[src/rtl/lmpd_pkg.sv]
package lmpd_pkg;

    typedef enum logic [1:0] {
        OSZ_16 = 2'b00,
        OSZ_32 = 2'b01,
        OSZ_64 = 2'b10
    } osize_e;

    typedef enum logic [2:0] {
        BC_OPCODE,
        BC_REX,
        BC_OPSZ,
        BC_ADSZ,
        BC_SEG,
        BC_LOCK,
        BC_REPNE,
        BC_REPE
    } bclass_e;

    typedef enum logic [1:0] {
        ST_COLLECT,
        ST_EMIT,
        ST_FAULT
    } dstate_e;

    typedef struct packed {
        logic       opsz;
        logic       adsz;
        logic       seg;
        logic       lock;
        logic       repne;
        logic       repe;
        logic       rex;
        logic [3:0] wrxb;
    } pfx_state_t;

endpackage

[src/rtl/lmpd_classify.sv]
module lmpd_classify
    import lmpd_pkg::*;
#(
    parameter logic [3:0] REX_HI = 4'h4
) (
    input  logic [7:0] byte_i,
    output bclass_e    cls_o
);
    always_comb begin
        if (byte_i[7:4] == REX_HI) begin
            cls_o = BC_REX;
        end else begin
            case (byte_i)
                8'h66:                                   cls_o = BC_OPSZ;
                8'h67:                                   cls_o = BC_ADSZ;
                8'h26, 8'h2E, 8'h36, 8'h3E, 8'h64, 8'h65: cls_o = BC_SEG;
                8'hF0:                                   cls_o = BC_LOCK;
                8'hF2:                                   cls_o = BC_REPNE;
                8'hF3:                                   cls_o = BC_REPE;
                default:                                 cls_o = BC_OPCODE;
            endcase
        end
    end
endmodule

[src/rtl/lmpd_size_resolve.sv]
module lmpd_size_resolve
    import lmpd_pkg::*;
(
    input  logic   rex_w_i,
    input  logic   opsz_i,
    input  logic   adsz_i,
    output osize_e osize_o,
    output logic   asize64_o
);
    always_comb begin
        if (rex_w_i)     osize_o = OSZ_64;
        else if (opsz_i) osize_o = OSZ_16;
        else             osize_o = OSZ_32;
        asize64_o = !adsz_i;
    end
endmodule

[src/rtl/lm_prefix_decoder.sv]
module lm_prefix_decoder
    import lmpd_pkg::*;
#(
    parameter int         MAX_PFX = 14,
    parameter logic [3:0] REX_HI  = 4'h4,
    parameter int         CNT_W   = $clog2(MAX_PFX + 2)
) (
    input  logic             clk,
    input  logic             rst,
    input  logic             in_valid,
    input  logic [7:0]       in_byte,
    output logic             in_ready,
    output logic             out_valid,
    input  logic             out_ready,
    output logic             out_err,
    output logic [7:0]       out_opcode,
    output logic [1:0]       out_osize,
    output logic             out_asize64,
    output logic             out_rex,
    output logic             out_w,
    output logic             out_r,
    output logic             out_x,
    output logic             out_b,
    output logic             out_seg,
    output logic             out_lock,
    output logic             out_repne,
    output logic             out_repe,
    output logic [CNT_W-1:0] out_pfx_cnt
);
    localparam logic [CNT_W-1:0] CNT_LIMIT = CNT_W'(MAX_PFX);
    localparam logic [CNT_W-1:0] CNT_ONE   = CNT_W'(1);

    dstate_e          state, nxt;
    bclass_e          cls;
    pfx_state_t       pfx_q;
    logic [CNT_W-1:0] cnt_q;
    logic [7:0]       op_q;
    logic             accept;
    logic             retire;
    osize_e           osize_w;
    logic             asize64_w;
    logic             keep_rex;

    lmpd_classify #(.REX_HI(REX_HI)) u_cls (
        .byte_i (in_byte),
        .cls_o  (cls)
    );

    assign accept   = in_valid && (state == ST_COLLECT);
    assign retire   = (state != ST_COLLECT) && out_ready;
    assign keep_rex = pfx_q.rex && (state != ST_FAULT);

    lmpd_size_resolve u_size (
        .rex_w_i   (keep_rex && pfx_q.wrxb[3]),
        .opsz_i    (pfx_q.opsz),
        .adsz_i    (pfx_q.adsz),
        .osize_o   (osize_w),
        .asize64_o (asize64_w)
    );

    // state register
    always_ff @(posedge clk) begin
        if (rst) state <= ST_COLLECT;
        else     state <= nxt;
    end

    // transitions
    always_comb begin
        nxt = state;
        unique case (state)
            ST_COLLECT: begin
                if (accept) begin
                    if (cls == BC_OPCODE)       nxt = ST_EMIT;
                    else if (cnt_q == CNT_LIMIT) nxt = ST_FAULT;
                end
            end
            ST_EMIT:  if (out_ready) nxt = ST_COLLECT;
            ST_FAULT: if (out_ready) nxt = ST_COLLECT;
            default:  nxt = ST_COLLECT;
        endcase
    end

    // prefix accumulator
    always_ff @(posedge clk) begin
        if (rst || retire) begin
            pfx_q <= '0;
            cnt_q <= '0;
            op_q  <= 8'h00;
        end else if (accept) begin
            if (cls == BC_OPCODE) begin
                op_q <= in_byte;
            end else begin
                cnt_q      <= cnt_q + CNT_ONE;
                pfx_q.rex  <= (cls == BC_REX);
                pfx_q.wrxb <= (cls == BC_REX) ? in_byte[3:0] : 4'h0;
                case (cls)
                    BC_OPSZ:  pfx_q.opsz  <= 1'b1;
                    BC_ADSZ:  pfx_q.adsz  <= 1'b1;
                    BC_SEG:   pfx_q.seg   <= 1'b1;
                    BC_LOCK:  pfx_q.lock  <= 1'b1;
                    BC_REPNE: pfx_q.repne <= 1'b1;
                    BC_REPE:  pfx_q.repe  <= 1'b1;
                    default:  ;
                endcase
            end
        end
    end

    // outputs
    always_comb begin
        in_ready    = (state == ST_COLLECT);
        out_valid   = (state != ST_COLLECT);
        out_err     = (state == ST_FAULT);
        out_opcode  = op_q;
        out_osize   = osize_w;
        out_asize64 = asize64_w;
        out_rex     = keep_rex;
        out_w       = keep_rex && pfx_q.wrxb[3];
        out_r       = keep_rex && pfx_q.wrxb[2];
        out_x       = keep_rex && pfx_q.wrxb[1];
        out_b       = keep_rex && pfx_q.wrxb[0];
        out_seg     = pfx_q.seg;
        out_lock    = pfx_q.lock;
        out_repne   = pfx_q.repne;
        out_repe    = pfx_q.repe;
        out_pfx_cnt = cnt_q;
    end
endmodule

[config.mk]
export PLATFORM = sky130hd
export DESIGN_NAME = lm_prefix_decoder
export DESIGN_NICKNAME = d
export VERILOG_FILES = /design/src/rtl/lmpd_pkg.sv /design/src/rtl/lmpd_classify.sv /design/src/rtl/lmpd_size_resolve.sv /design/src/rtl/lm_prefix_decoder.sv
export SDC_FILE = /design/constraint.sdc
export NUM_CORES = 1
export LEC_CHECK = 0
export BUFFER_PORTS_ARGS = -buffer_cell sky130_fd_sc_hd__buf_2
export CAP_MARGIN = 20
export CORE_MARGIN = 1.5
export CORE_UTILIZATION = 50
export CTS_CLUSTER_SIZE = 12
export DETAILED_ROUTE_END_ITERATION = 8
export GPL_TIMING_DRIVEN = 0
export PLACE_DENSITY_LB_ADDON = 0.25
export SLEW_MARGIN = 10
export SYNTH_ARGS = -nofsm -noshare
export SYNTH_HDL_FRONTEND = slang
export SYNTH_SLANG_ARGS = --single-unit
[constraint.sdc]
create_clock -name clk -period 3.1 [get_ports clk]
set_input_delay 0 -clock clk [delete_from_list [all_inputs] [get_ports clk]]
set_output_delay 0 -clock clk [all_outputs]
set_load 0.02 [all_outputs]
* Yosys cells after proc, flatten, opt, wreduce, memory -nomap -nowiden
Index checks and enable logic that the tools add are counted.
W data, S select, Z words.
** Word-level totals
- Flip-flop bits (word level) :: 25
- Input bits :: 12
- Output and inout bits :: 27
- Logic and storage cells :: 72
** Operators by class
- Add/sub/neg operators :: 1
- Eq/ne operators :: 26
- Multiplexer cells :: 10
- Bitwise gates (word level) :: 1
- Reductions and logical operators :: 23
** Operator list (number)
- $eq A8 B6 Y1 const B :: 4
- $eq A8 B7 Y1 const B :: 4
- $eq A8 B8 Y1 const B :: 3
- $reduce_and A3 Y1 :: 7
- $pmux W3 S6 :: 1
- $eq A3 B3 Y1 const B :: 4
- $mux W2 :: 5
- $logic_and A1 B1 Y1 :: 7
- $eq A3 B2 Y1 const B :: 2
- $reduce_or A6 Y1 :: 1
- $add A4 B1 Y4 const B :: 1
- $eq A4 B3 Y1 const B :: 1
- $eq A4 B4 Y1 const B :: 1
- $mux W4 :: 1
- $ne A2 B1 Y1 const B :: 2
- $pmux W2 S2 :: 1
- $reduce_and A2 Y1 :: 2
- $eq A3 B1 Y1 const B :: 1
- $logic_not A3 Y1 :: 1
- $mux W3 :: 1
- $ne A3 B1 Y1 const B :: 1
- $eq A2 B1 Y1 const B :: 1
- $eq A2 B2 Y1 const B :: 1
- $logic_not A2 Y1 :: 1
- other kinds (7) :: 7

* Logic depth before layout (Yosys ltp)
Gate-level depths: netlist (run 1).
- Depth after elaboration :: 8
- Depth in mapped cells :: 7
- Depth with buffers taken out :: 6

* By module
Synthesis (run 1) repeated with hierarchy kept, for this count alone.
** Second synthesis, totals
- Cell total of the unflattened synthesis :: 141
- Area total of the unflattened synthesis :: 1231.2 um2
** By module, submodules not included
- lm_prefix_decoder :: instances 1, cells an instance 123, area each 1107.3 um2, seq. area each 500.5 um2
- lmpd_classify :: instances 1, cells an instance 15, area each 108.9 um2, seq. area each 0.0 um2
- lmpd_size_resolve :: instances 1, cells an instance 3, area each 15.0 um2, seq. area each 0.0 um2

* Worst setup path before layout (run 1)
No wires, ideal clock.
- Kind :: register to register
- Start :: register state[0]
- End :: register cnt_q[2] (netlist: out_pfx_cnt[2])
- Setup time :: 0.106 ns
- Data arrival time :: 1.628 ns
- Data required time :: 2.994 ns
- Setup slack :: 1.366 ns
- Stages on the path, launching flop included :: 8
- Buffers on the path :: 1
- Clock period less this slack :: 1.734 ns
- Cell sequence :: dfxtp_1 > inv_1 > ha_1 > nor2b_1 > or2_2 > clkbuf_1 > a211o_1 > o311ai_0
** On the way
- Cells in the longest elaborated chain, start to end :: 3
- Elaborated cells on any way between the ends :: 6
- Those cells by class :: reduce/logical: 6
** RTL lines
- start: declaration :: line lm_prefix_decoder.sv:33 : dstate_e state, nxt;
- start signal: assignment :: line lm_prefix_decoder.sv:64 : else state <= nxt;
- $logic_not A2 Y1
- named net in_ready :: line lm_prefix_decoder.sv:12 : output logic in_ready,
- $logic_and A1 B1 Y1 :: line lm_prefix_decoder.sv:49 : assign accept = in_valid && (state == ST_COLLECT);
- $reduce_and A2 Y1 (no source line)
- end signal: assignment :: line lm_prefix_decoder.sv:93 : cnt_q <= cnt_q + CNT_ONE;
- end: declaration :: line lm_prefix_decoder.sv:36 : logic [CNT_W-1:0] cnt_q;
The timed path passes the listed nets, and every way through them passes these cells.
A chain may end at the register's enable or synchronous reset.

* Worst setup path after layout (run 1)
- Start :: register state[0]
- End :: register cnt_q[2] (netlist: out_pfx_cnt[2])
** On the way
- Cells in the longest elaborated chain, start to end :: 3
- Elaborated cells on any way between the ends :: 6
- Those cells by class :: reduce/logical: 6
** RTL lines (line)
- $logic_not A2 Y1 or $reduce_bool A2 Y1 (tied branches) :: lm_prefix_decoder.sv:49, lm_prefix_decoder.sv:50
- $logic_and A1 B1 Y1, on equally long branches :: lm_prefix_decoder.sv:49, lm_prefix_decoder.sv:50
- $reduce_and A2 Y1 (no source line) or $logic_or A1 B1 Y1 (tied branches)
Parallel ways exist; a longest one is shown, timed or not.

==> results of run 1 <==
[sequential cells by signal, summed over array words and instances, names as in the netlist]
name and cells:
state 2, out_pfx_cnt 4, out_repne 1, out_lock 1, pfx_q 7, out_seg 1
out_repe 1, out_opcode 8
[cell type report]
cell class | instances | area [sq um] | area share
buffer | 8 | 40.0 | 0.0228
clock buffer | 3 | 22.5 | 0.0128
clock inverter | 1 | 5.00 | 0.00285
inverter | 11 | 41.3 | 0.0235
multi-input combinational | 125 | 840 | 0.478
sequential | 25 | 500 | 0.285
tap | 31 | 38.8 | 0.0221
timing repair buffer | 45 | 270 | 0.154
[stage by stage]
step	setup WS, ns	instance area [sq um]	utilization	total power [W]	hold WS [ns]
after floorplan	1.37	1420	-	0.000439	0.0728
after global placement	1.27	1640	0.600	0.000481	0.253
after detailed placement	1.14	1640	0.600	0.000486	0.284
after CTS	1.10	1760	0.643	0.000641	0.0383
after global routing	0.894	1760	0.643	0.000668	0.0849
final	1.09	1760	0.643	0.000638	0.0434
[cell usage after synthesis, types with 2 or more instances]
cell | number | area share
sky130_fd_sc_hd__nor2_1 | 4 | 0.011
sky130_fd_sc_hd__o21ai_0 | 3 | 0.011
sky130_fd_sc_hd__dfxtp_1 | 25 | 0.35
sky130_fd_sc_hd__nor3_2 | 2 | 0.014
sky130_fd_sc_hd__o211ai_1 | 3 | 0.016
sky130_fd_sc_hd__nor4_1 | 2 | 0.0088
sky130_fd_sc_hd__nor2b_1 | 4 | 0.018
sky130_fd_sc_hd__buf_2 | 2 | 0.0070
sky130_fd_sc_hd__clkbuf_1 | 4 | 0.011
sky130_fd_sc_hd__nand2_1 | 32 | 0.085
sky130_fd_sc_hd__nand3b_1 | 4 | 0.021
sky130_fd_sc_hd__o311ai_0 | 6 | 0.037
sky130_fd_sc_hd__buf_4 | 2 | 0.011
sky130_fd_sc_hd__o21a_1 | 3 | 0.016
sky130_fd_sc_hd__nor3b_1 | 2 | 0.011
sky130_fd_sc_hd__ha_1 | 4 | 0.035
sky130_fd_sc_hd__nor3_1 | 2 | 0.0070
sky130_fd_sc_hd__mux2i_1 | 13 | 0.092
sky130_fd_sc_hd__and3b_1 | 2 | 0.012
sky130_fd_sc_hd__o31ai_1 | 3 | 0.016
sky130_fd_sc_hd__inv_1 | 11 | 0.029
sky130_fd_sc_hd__and2_1 | 5 | 0.022
sky130_fd_sc_hd__nand3_1 | 2 | 0.0070
sky130_fd_sc_hd__a21oi_1 | 7 | 0.025
sky130_fd_sc_hd__and3_1 | 3 | 0.013
[per-layer routing]
metal / vias up / track usage / part of all wire
li1: 706 / - / -
met1: 678 / 0.299 / 0.45
met2: 38 / 0.432 / 0.50
met3: 5 / 0.0300 / 0.046
met4: 0 / 0.0714 / 0.012
met5: - / 0 / 0
[power groups by stage]
stage | clock (W) | combinational, W | sequential [W]
6_report | 0.000149 | 0.000148 | 0.000340
5_1_grt | 0.000164 | 0.000161 | 0.000342
4_1_cts | 0.000153 | 0.000148 | 0.000340
3_5_place_dp | 0 | 0.000139 | 0.000347
3_3_place_gp | 0 | 0.000135 | 0.000346
2_1_floorplan | 0 | 0.0000801 | 0.000359
[cells by family after synthesis]
kind of cell	Yosys count	share of synthesized area
compound gates	35	0.181
fa+ha+maj	4	0.0352
mux	13	0.0915
simple gates	73	0.283
flops	25	0.352
buf+inv	19	0.0572
[path summary, 6_finish.rpt]
check                                            start                     endpoint  slack, ns  depth (start not counted)
worst max-delay path             state[0]$_SDFFE_PP0P_  out_pfx_cnt[2]$_SDFFE_PP0P_       1.09                          7
worst min-delay path                         out_ready        state[0]$_SDFFE_PP0P_       0.04                          4
worst max register to register   state[0]$_SDFFE_PP0P_  out_pfx_cnt[2]$_SDFFE_PP0P_       1.09                          7
worst min register to register  out_repne$_SDFFE_PP0P_       out_repne$_SDFFE_PP0P_       0.46                          2
[tightest hold or removal path, delay by kind of cell]
| family | cells | cell delay [ns] |
|---|---|---|
| simple gates | 2 | 0.15 |
| compound gates | 1 | 0.12 |
| buf+inv | 1 | 0.09 |
==> impl_summary.log, run 1 <==
[metrics] crit path max-delay cell type: sky130_fd_sc_hd__clkbuf_1
[metrics] number of fill cells: 250
[metrics] ratio of cells with drive above 1 in the final layout: 0.225
[metrics] core area: 2730 sq um
[metrics] final hold violation count: 0
[metrics] ordered list of cells on the worst path: inv_1 -> ha_1 -> nor2b_1 -> nor2_1 -> clkbuf_1 -> o311ai_0 -> o311ai_0
[metrics] number of nets produced by synthesis: 185
[metrics] global-route wire length before repair: 6130 microns
[metrics] post-synthesis cell area: 1420 sq um
[metrics] number of buffers added by the clock tree synthesis step: 3
[metrics] half-perimeter wire length after detailed placement: 2670 microns
[metrics] Pleak: 0.803 nW
[metrics] Net Sw Frac: 0.313
[metrics] worst skew pair latency: 0.33 ns
[metrics] total routing usage reported by global routing: 0.240
[metrics] outcome: finished clean
[metrics] most frequent standard cell in the layout excluding fill and tap cells: sky130_fd_sc_hd__buf_2
[metrics] largest net degree at the start of global routing: 15
[metrics] number of hold buffers added after CTS: 9
[metrics] ys flop type: sky130_fd_sc_hd__dfxtp_1
[metrics] share of async-settable or async-resettable flops after synthesis: 0
[metrics] maximum clock rate: 0.497 GHz
[metrics] total placed cells including tap cells: 236
[metrics] number of buffers and inverters on the critical path: 2
[metrics] number of I/O pins: 39
[metrics] Finish-stage setup viols: 0
[metrics] post-CTS setup-driven buffer insertion count: 0
[metrics] Die H: 56.3 microns
[metrics] CTS tree: built
[metrics] final antenna diode count: 0
[metrics] fraction of power consumed by sequential logic: 0.533
[metrics] router iterations before antenna repair: 4
[metrics] Row Count: 19
[metrics] remaining global-route overflow: 0
[metrics] via count: 1427
[metrics] DIE AREA: 3170 sq um
[metrics] Worst setup EP type: register
[metrics] Startpoint Class: register
[metrics] commonest cells after routing, fill and taps aside: 38 x sky130_fd_sc_hd__buf_2, 32 x sky130_fd_sc_hd__nand2_1, 25 x sky130_fd_sc_hd__dfxtp_1
[metrics] Avg Inst Size Synth: 8.41 sq um
[metrics] largest buffer count on any clock path: 2
[metrics] number of H-tree levels: 1
[metrics] sequential element share of the synthesized area: 0.352
[metrics] data required time of the critical path: 3.30 ns
[metrics] portion of the clock cycle consumed by the worst path in the final layout: 0.649
[metrics] Post-synth EDFFs: 0
[metrics] Sw Pwr: 0.000200 W
[metrics] starting DRC count in detailed routing: 59
[metrics] Worst Path Class, Setup: reg2reg
[metrics] maximum net fanout on the critical path: 10
[metrics] post-synthesis register bit count: 25
[metrics] class of the tightest hold or removal check: in2reg
[metrics] Initial Utilization: 0.520
[metrics] VDD IR max: 0.308 mV
[metrics] die span in x: 56.3 microns
[metrics] Power Internal: 0.000438 W
[metrics] Gate Count Post-Synth: 169
[metrics] Final Instance Count excl. Fillers: 249
[metrics] shortest clock period the worst path allows after layout: 2.01 ns
[metrics] total DRC errors in the routed layout: 0
[metrics] sinks on the clock net: 25
[metrics] final sum of negative setup slack: 0 ns
[metrics] kind of cell with the highest combined delay on the critical path: buffers and inverters
[metrics] library cell used as clock root buffer: sky130_fd_sc_hd__clkbuf_4
[metrics] RePlAce Congestion: 0.837
[metrics] area growth from synthesis to layout: 23.7%
[metrics] number of global-route vias before repair: 1393
[metrics] skew final: 0.0123 ns
[metrics] biggest cell delay along the critical path: 0.38 ns
[metrics] distinct cell type count of the synthesized netlist: 44
[metrics] post-detailed-route via-to-cell ratio: 5.73
[metrics] Combinational Power Share: 0.232
[metrics] count of port buffers added during placement: 36
[metrics] remaining antenna violation count after routing: 0
[metrics] max capacitance violation total: 0
[metrics] number of nets in the layout: 235
[metrics] Wirelength per Cell: 14.2 microns
[metrics] number of pins exceeding their max-slew limit in the final report: 0
[metrics] antenna violations before repair: 0
[metrics] Resized cells post-CTS: 0
[metrics] number of warnings issued by yosys: 0
[metrics] portion of total power attributed to the clock network: 0.234
[metrics] Max transition margin: 0.601
[metrics] clock-pin slew of the registers on the worst-case setup and hold paths: 0.14 ns
[metrics] RSZ-0062 raised after global routing: no
[metrics] total wirelength of the detailed-routed design: 3530 microns
[metrics] transition time at the pin with the least slew margin: 0.596 ns
[metrics] total power density per cell area: 363 nW/um^2
[metrics] worst endpoint data arrival time: 2.22 ns
[metrics] library cell appearing most often on the critical path: sky130_fd_sc_hd__o311ai_0
Note: power is estimated with default switching activity, not from simulation.
==> inputs of run 2 (changes only) <==
- clock period: 3.1 -> 2.1 ns (I/O delays scaled with it)
==> impl_summary.log, run 2 (synthesized netlist as in run 1, its figures left out) <==
[metrics] count of port buffers added during placement: 36 (unchanged)
[metrics] max reg flops: 8 (unchanged)
[metrics] commonest cells after routing, fill and taps aside: 38 x sky130_fd_sc_hd__buf_2, 32 x sky130_fd_sc_hd__nand2_1, 25 x sky130_fd_sc_hd__dfxtp_1
[metrics] biggest cell delay along the critical path: 0.42 ns (+0.04 ns)
[metrics] final hold violation count: 0 (unchanged)
[metrics] destination of the worst hold path: state[0]$_SDFFE_PP0P_
[metrics] DIE AREA: 3170 sq um (unchanged)
[metrics] worst skew pair latency: 0.33 ns (about the same)
[metrics] Max transition margin: 0.602 (+0.00125)
[metrics] CTS tree: built
[metrics] Final Instance Count excl. Fillers: 249 (unchanged)
[metrics] most frequent standard cell in the layout excluding fill and tap cells: sky130_fd_sc_hd__buf_2
[metrics] reg2reg path depth: 6 (-1)
[metrics] final antenna diode count: 0 (unchanged)
[metrics] Row Count: 19 (unchanged)
[metrics] library cell used as clock root buffer: sky130_fd_sc_hd__clkbuf_4
[metrics] worst endpoint data arrival time: 2.08 ns (-0.14 ns)
[metrics] largest net degree at the start of global routing: 15 (unchanged)
[metrics] number of fill cells: 250 (unchanged)
[metrics] total routing usage reported by global routing: 0.240 (unchanged)
[metrics] total power density per cell area: 535 nW/um^2 (+48%)
[metrics] clock-pin slew of the registers on the worst-case setup and hold paths: 0.14 ns (about the same)
[metrics] sinks on the clock net: 25 (unchanged)
[metrics] Worst Path Class, Setup: reg2reg
[metrics] Pleak: 0.806 nW (+0.25%)
[metrics] total wirelength of the detailed-routed design: 3530 microns (-0.11%)
[metrics] data required time of the critical path: 2.30 ns (-1.00 ns)
[metrics] via count: 1437 (+0.70%)
[metrics] portion of the clock cycle consumed by the worst path in the final layout: 0.893 (+0.243)
[metrics] global-route wire length before repair: 6130 microns (unchanged)
[metrics] endpoint of the most critical register-to-register path: out_pfx_cnt[2]$_SDFFE_PP0P_
[metrics] Initial Utilization: 0.520 (unchanged)
[metrics] die span in x: 56.3 microns (unchanged)
[metrics] max capacitance violation total: 0 (unchanged)
[metrics] sequential cell area: 500 sq um (unchanged)
[metrics] number of pins exceeding their max-slew limit in the final report: 0 (unchanged)
[metrics] shortest clock period the worst path allows after layout: 1.87 ns (-0.138 ns)
[metrics] number of buffers and inverters on the critical path: 2 (unchanged)
[metrics] number of nets in the layout: 235 (unchanged)
[metrics] ratio of cells with drive above 1 in the final layout: 0.234 (+0.00917)
[metrics] number of H-tree levels: 1 (unchanged)
[metrics] number of I/O pins: 39 (unchanged)
[metrics] final sum of negative setup slack: 0 ns (unchanged)
[metrics] remaining antenna violation count after routing: 0 (unchanged)
[metrics] Hold Path Cell Cnt: 4 (unchanged)
[metrics] outcome: finished clean
[metrics] RR Startpoint: state[0]$_SDFFE_PP0P_
[metrics] maximum net fanout on the critical path: 10 (unchanged)
[metrics] Startpoint Class: register
[metrics] area occupied by multi-input gates: 842 sq um (+0.30%)
[metrics] antenna violations before repair: 0 (unchanged)
[metrics] RSZ-0062 raised after global routing: no
[metrics] VDD IR max: 0.456 mV (+48%)
[metrics] Worst setup EP type: register
[metrics] starting DRC count in detailed routing: 55 (-6.8%)
[metrics] setup slack of the most critical reg-to-reg path: 0.23 ns (-0.86 ns)
[metrics] post-detailed-route via-to-cell ratio: 5.77 (+0.70%)
[metrics] maximum clock rate: 0.533 GHz (+7.4%)
[metrics] total placed cells including tap cells: 236 (unchanged)
[metrics] final core utilization: 0.644 (+0.00137)
[metrics] largest buffer count on any clock path: 2 (unchanged)
[metrics] startpoint of the most critical setup path: state[0]$_SDFFE_PP0P_
[metrics] skew final: 0.0125 ns (+0.000128 ns)
[metrics] kind of cell with the highest combined delay on the critical path: compound AO/OA/AOI/OAI gates
[metrics] router iterations before antenna repair: 4 (unchanged)
[metrics] crit path max-delay cell type: sky130_fd_sc_hd__o311ai_0
[metrics] ordered list of cells on the worst path: inv_1 -> ha_2 -> nor2b_1 -> or2_2 -> clkbuf_1 -> o311ai_0
[metrics] Wirelength per Cell: 14.2 microns (-0.11%)
[metrics] Finish-stage setup viols: 0 (unchanged)
[metrics] total DRC errors in the routed layout: 0 (unchanged)
[metrics] remaining global-route overflow: 0 (unchanged)
[metrics] area growth from synthesis to layout: 23.9%
[metrics] RePlAce Congestion: 0.837 (unchanged)
[metrics] hold path start: out_ready
[metrics] number of buffers added by the clock tree synthesis step: 3 (unchanged)
[metrics] transition time at the pin with the least slew margin: 0.594 ns (-0.00186 ns)
[metrics] core area: 2730 sq um (unchanged)
[metrics] post-CTS setup-driven buffer insertion count: 0 (unchanged)
[metrics] number of global-route vias before repair: 1393 (unchanged)
[metrics] Die H: 56.3 microns (unchanged)
[metrics] half-perimeter wire length after detailed placement: 2670 microns (unchanged)
[metrics] class of the tightest hold or removal check: in2reg
==> run 2: cell counts in the layout (fill, tap and decap cells not counted) <==
Identical to the previous run, type by type.
==> run 2: power by group <==
group          internal, W  switching [W]
registers         0.000492     0.00000989
logic            0.0000840       0.000137
clock network    0.0000716       0.000149
total             0.000648       0.000295
==> run 2: timing repair <==
action / 4_1_cts / 5_1_grt
endpoints found under the hold margin: 14 / 0
gates resized for setup: 0 / 3
setup endpoints to repair: 0 / 1
hold buffers: 9 / 0
==> run 2: stage by stage <==
stage / hold WS [ns] / power [W] / worst slack (ns) / area [sq um]
final: 0.0483 / 0.000943 / 0.225 / 1760
after detailed placement: 0.284 / 0.000718 / 0.141 / 1640
after CTS: 0.0383 / 0.000947 / 0.103 / 1760
after floorplan: 0.0728 / 0.000648 / 0.366 / 1420
after global placement: 0.253 / 0.000710 / 0.266 / 1640
after global routing: 0.0849 / 0.000988 / 0.0809 / 1760
==> run 2: layer usage <==
metal | global-route usage | vias up | part of all wire
met5 | 0 | - | 0
met4 | 0.0714 | 0 | 0.012
met1 | 0.299 | 683 | 0.44
li1 | - | 705 | -
met2 | 0.432 | 44 | 0.50
met3 | 0.0300 | 5 | 0.047
==> run 2: worst max path at each step <==
stage | to | cells after the start
finish | out_pfx_cnt[2]$_SDFFE_PP0P_ | 6
global route | out_pfx_cnt[2]$_SDFFE_PP0P_ | 6
CTS | out_pfx_cnt[2]$_SDFFE_PP0P_ | 7
detailed placement | out_pfx_cnt[2]$_SDFFE_PP0P_ | 7
global placement | out_pfx_cnt[2]$_SDFFE_PP0P_ | 7
floorplan | out_pfx_cnt[2]$_SDFFE_PP0P_ | 7
==> run 2: cell type report <==
type,instances,share of cell area
buffer,8,0.0234
clock buffer,3,0.0128
clock inverter,1,0.00284
inverter,11,0.0234
multi-input combinational,125,0.478
sequential,25,0.284
tap,31,0.0220
timing repair buffer,45,0.153
==> run 2: worst register-to-register path, cell delays in order, from the launching register on <==
cell,delay [ns]
sky130_fd_sc_hd__dfxtp_1,0.34
sky130_fd_sc_hd__inv_1,0.08
sky130_fd_sc_hd__ha_2,0.29
sky130_fd_sc_hd__nor2b_1,0.13
sky130_fd_sc_hd__or2_2,0.28
sky130_fd_sc_hd__clkbuf_1,0.20
sky130_fd_sc_hd__o311ai_0,0.43
==> inputs of run 3 (changes only) <==
- ABC_AREA: not set -> 1
- CORE_MARGIN: 1.5 -> 3
==> impl_summary.log, run 3 <==
[metrics] commonest cells after routing, fill and taps aside: 44 x sky130_fd_sc_hd__nand2_1, 38 x sky130_fd_sc_hd__buf_2, 25 x sky130_fd_sc_hd__dfxtp_1
[metrics] die span in x: 57.3 microns (+1.7%)
[metrics] maximum net fanout on the critical path: 9 (-1)
[metrics] shortest clock period the worst path allows after layout: 1.73 ns (-0.144 ns)
[metrics] half-perimeter wire length after detailed placement: 2410 microns (-9.7%)
[metrics] ordered list of cells on the worst path: inv_1 -> ha_1 -> nand2_1 -> inv_1 -> nand4_4 -> inv_2 -> nand2_1 -> a21oi_1
[metrics] total routing usage reported by global routing: 0.200 (-0.0399)
[metrics] final antenna diode count: 0 (unchanged)
[metrics] largest buffer count on any clock path: 2 (unchanged)
[metrics] total wirelength of the detailed-routed design: 3200 microns (-9.4%)
[metrics] ratio of cells with drive above 1 in the final layout: 0.267 (+0.0333)
[metrics] Max transition margin: 0.701 (+0.0982)
[metrics] Wirelength per Cell: 12.3 microns (-13%)
[metrics] class of the tightest hold or removal check: in2reg
[metrics] sequential element share of the synthesized area: 0.381 (+0.0288)
[metrics] Row Count: 17 (-2)
[metrics] post-detailed-route via-to-cell ratio: 5.05 (-12%)
[metrics] Post-synth EDFFs: 0 (unchanged)
[metrics] most common cell in the netlist: sky130_fd_sc_hd__nand2_1
[metrics] number of global-route vias before repair: 1219 (-12%)
[metrics] largest net degree at the start of global routing: 14 (-1)
[metrics] Worst Path Class, Setup: reg2reg
[metrics] largest cells by area after synthesis: sky130_fd_sc_hd__dfxtp_1 38%, sky130_fd_sc_hd__nand2_1 13%, sky130_fd_sc_hd__a21oi_1 8.0%, sky130_fd_sc_hd__inv_1 6.6%, sky130_fd_sc_hd__nor2_1 6.3%
[metrics] count of port buffers added during placement: 37 (+2.8%)
[metrics] share of async-settable or async-resettable flops after synthesis: 0 (unchanged)
[metrics] data required time of the critical path: 2.35 ns (+0.05 ns)
[metrics] core area: 2340 sq um (-14%)
[metrics] CTS tree: built
[metrics] area growth from synthesis to layout: 25.6%
[metrics] remaining global-route overflow: 0 (unchanged)
[metrics] Initial Utilization: 0.561 (+0.0416)
[metrics] worst endpoint data arrival time: 1.98 ns (-0.10 ns)
[metrics] via count: 1313 (-8.6%)
[metrics] maximum clock rate: 0.578 GHz (+8.3%)
[metrics] number of nets in the layout: 249 (+6.0%)
[metrics] clock-pin slew of the registers on the worst-case setup and hold paths: 0.12 ns (-0.02 ns)
[metrics] crit path max-delay cell type: sky130_fd_sc_hd__dfxtp_1
[metrics] DIE AREA: 3280 sq um (+3.4%)
[metrics] most frequent standard cell in the layout excluding fill and tap cells: sky130_fd_sc_hd__nand2_1
[metrics] transition time at the pin with the least slew margin: 0.449 ns (-0.145 ns)
[metrics] total DRC errors in the routed layout: 0 (unchanged)
[metrics] worst skew pair latency: 0.32 ns (about the same)
[metrics] library cell used as clock root buffer: sky130_fd_sc_hd__clkbuf_4
[metrics] max capacitance violation total: 0 (unchanged)
[metrics] global-route wire length before repair: 5150 microns (-16%)
[metrics] Pleak: 0.783 nW (-2.8%)
[metrics] library cell occupying the most area in the post-synthesis netlist: sky130_fd_sc_hd__dfxtp_1
[metrics] skew final: 0.0109 ns (-0.00158 ns)
[metrics] total power density per cell area: 540 nW/um^2 (+0.84%)
[metrics] portion of the clock cycle consumed by the worst path in the final layout: 0.824 (-0.0684)
[metrics] post-CTS setup-driven buffer insertion count: 0 (unchanged)
[metrics] distinct cell type count of the synthesized netlist: 29 (-34%)
[metrics] RePlAce Congestion: 0.919 (+9.7%)
[metrics] max reg flops: 8 (unchanged)
[metrics] Worst Hold Slack: 0.0537 ns (+0.00544 ns)
[metrics] number of buffers added by the clock tree synthesis step: 3 (unchanged)
[metrics] remaining antenna violation count after routing: 0 (unchanged)
[metrics] outcome: finished clean
[metrics] number of H-tree levels: 1 (unchanged)
[metrics] Die H: 57.3 microns (+1.7%)
[metrics] RSZ-0062 raised after global routing: no
[metrics] ys flop type: sky130_fd_sc_hd__dfxtp_1
[metrics] number of warnings issued by yosys: 0 (unchanged)
[metrics] number of nets produced by synthesis: 198 (+7.0%)
[metrics] Gate Count Post-Synth: 182 (+7.7%)
[metrics] number of I/O pins: 39 (unchanged)
[metrics] number of pins exceeding their max-slew limit in the final report: 0 (unchanged)
[metrics] VDD IR max: 0.494 mV (+8.2%)
[metrics] number of fill cells: 200 (-20%)
[metrics] biggest cell delay along the critical path: 0.32 ns (-0.10 ns)
[metrics] final sum of negative setup slack: 0 ns (unchanged)
[metrics] most instantiated cells after synthesis: 44 x sky130_fd_sc_hd__nand2_1, 25 x sky130_fd_sc_hd__dfxtp_1, 23 x sky130_fd_sc_hd__inv_1, 22 x sky130_fd_sc_hd__nor2_1, 21 x sky130_fd_sc_hd__a21oi_1
[metrics] sinks on the clock net: 25 (unchanged)
[metrics] antenna violations before repair: 0 (unchanged)
[metrics] final hold violation count: 0 (unchanged)
[metrics] Power, Total: 0.000891 W (-5.5%)
[metrics] post-synthesis register bit count: 25 (unchanged)
[metrics] Finish-stage setup viols: 0 (unchanged)
[metrics] router iterations before antenna repair: 4 (unchanged)
[metrics] Avg Inst Size Synth: 7.22 sq um (-14%)
[metrics] top-area cell type share of the netlist area: 0.381 (+0.0288)
[metrics] starting DRC count in detailed routing: 18 (-67%)
[metrics] Worst setup EP type: register
[metrics] Startpoint Class: register
[metrics] post-synthesis cell area: 1310 sq um (-7.6%)
[run 3: worst max-delay path, delay by kind of cell, from the launching register on]
kind	cells	cell delay, ns
buffers and inverters	3	0.55
adders and majority gates	1	0.22
and+or+nand+nor	3	0.40
AOI/OAI and AO/OA	1	0.18
DFF	1	0.32
[run 3: repair_timing]
item | 4_1_cts | 5_1_grt
hold endpoints to repair | 11 | 0
hold buffers | 9 | 0
resized for setup | 0 | 0
[run 3: metal layers]
layer	wire length (microns)	vias up	track usage
li1	-	669	-
met1	1390	599	0.245
met2	1580	35	0.336
met3	126	10	0.0204
met4	102	0	0.123
met5	0	-	0
[run 3: kinds of logic after synthesis]
logic type                 after synthesis  synth area share
adders and majority gates                4            0.0381
DFF                                     25             0.381
xor gates and xnor gates                 2            0.0133
and+or+nand+nor                         93             0.366
AOI/OAI and AO/OA                       26             0.101
buffers and inverters                   32             0.101
[run 3: path summary, 6_finish.rpt]
path                     startpoint                     endpoint  slack [ns]  cells after the start
max           state[0]$_SDFFE_PP0P_        state[0]$_SDFFE_PP0P_        0.37                      8
min                       out_ready  out_pfx_cnt[1]$_SDFFE_PP0P_        0.05                      4
max reg2reg   state[0]$_SDFFE_PP0P_        state[0]$_SDFFE_PP0P_        0.37                      8
min reg2reg  pfx_q[10]$_SDFFE_PP0P_       pfx_q[10]$_SDFFE_PP0P_        0.46                      2
[run 3: final cells by class]
cell class	instances	area, sq um	share of cell area
inverter	27	101	0.0614
sequential	25	500	0.303
tap	28	35.0	0.0212
buffer	5	31.3	0.0190
clock buffer	4	26.3	0.0159
multi-input combinational	125	681	0.412
timing repair buffer	46	275	0.167
[run 3: power by group]
group          switching [W]  total [W]  internal [W]
clock               0.000142   0.000217     0.0000744
sequential        0.00000769   0.000497      0.000489
combinational       0.000115   0.000178     0.0000629
total               0.000265   0.000891      0.000626
[run 3: metrics by stage]
| stage | utilization | setup slack, ns | instances | instance area (sq um) |
|---|---|---|---|---|
| finish | 0.705 | 0.369 | 260 | 1650 |
| global route | 0.705 | 0.216 | 260 | 1650 |
| CTS | 0.705 | 0.427 | 260 | 1650 |
| detailed placement | 0.656 | 0.451 | 247 | 1530 |
| global placement | 0.656 | 0.514 | 247 | 1530 |
| floorplan | - | 0.405 | 182 | 1310 |
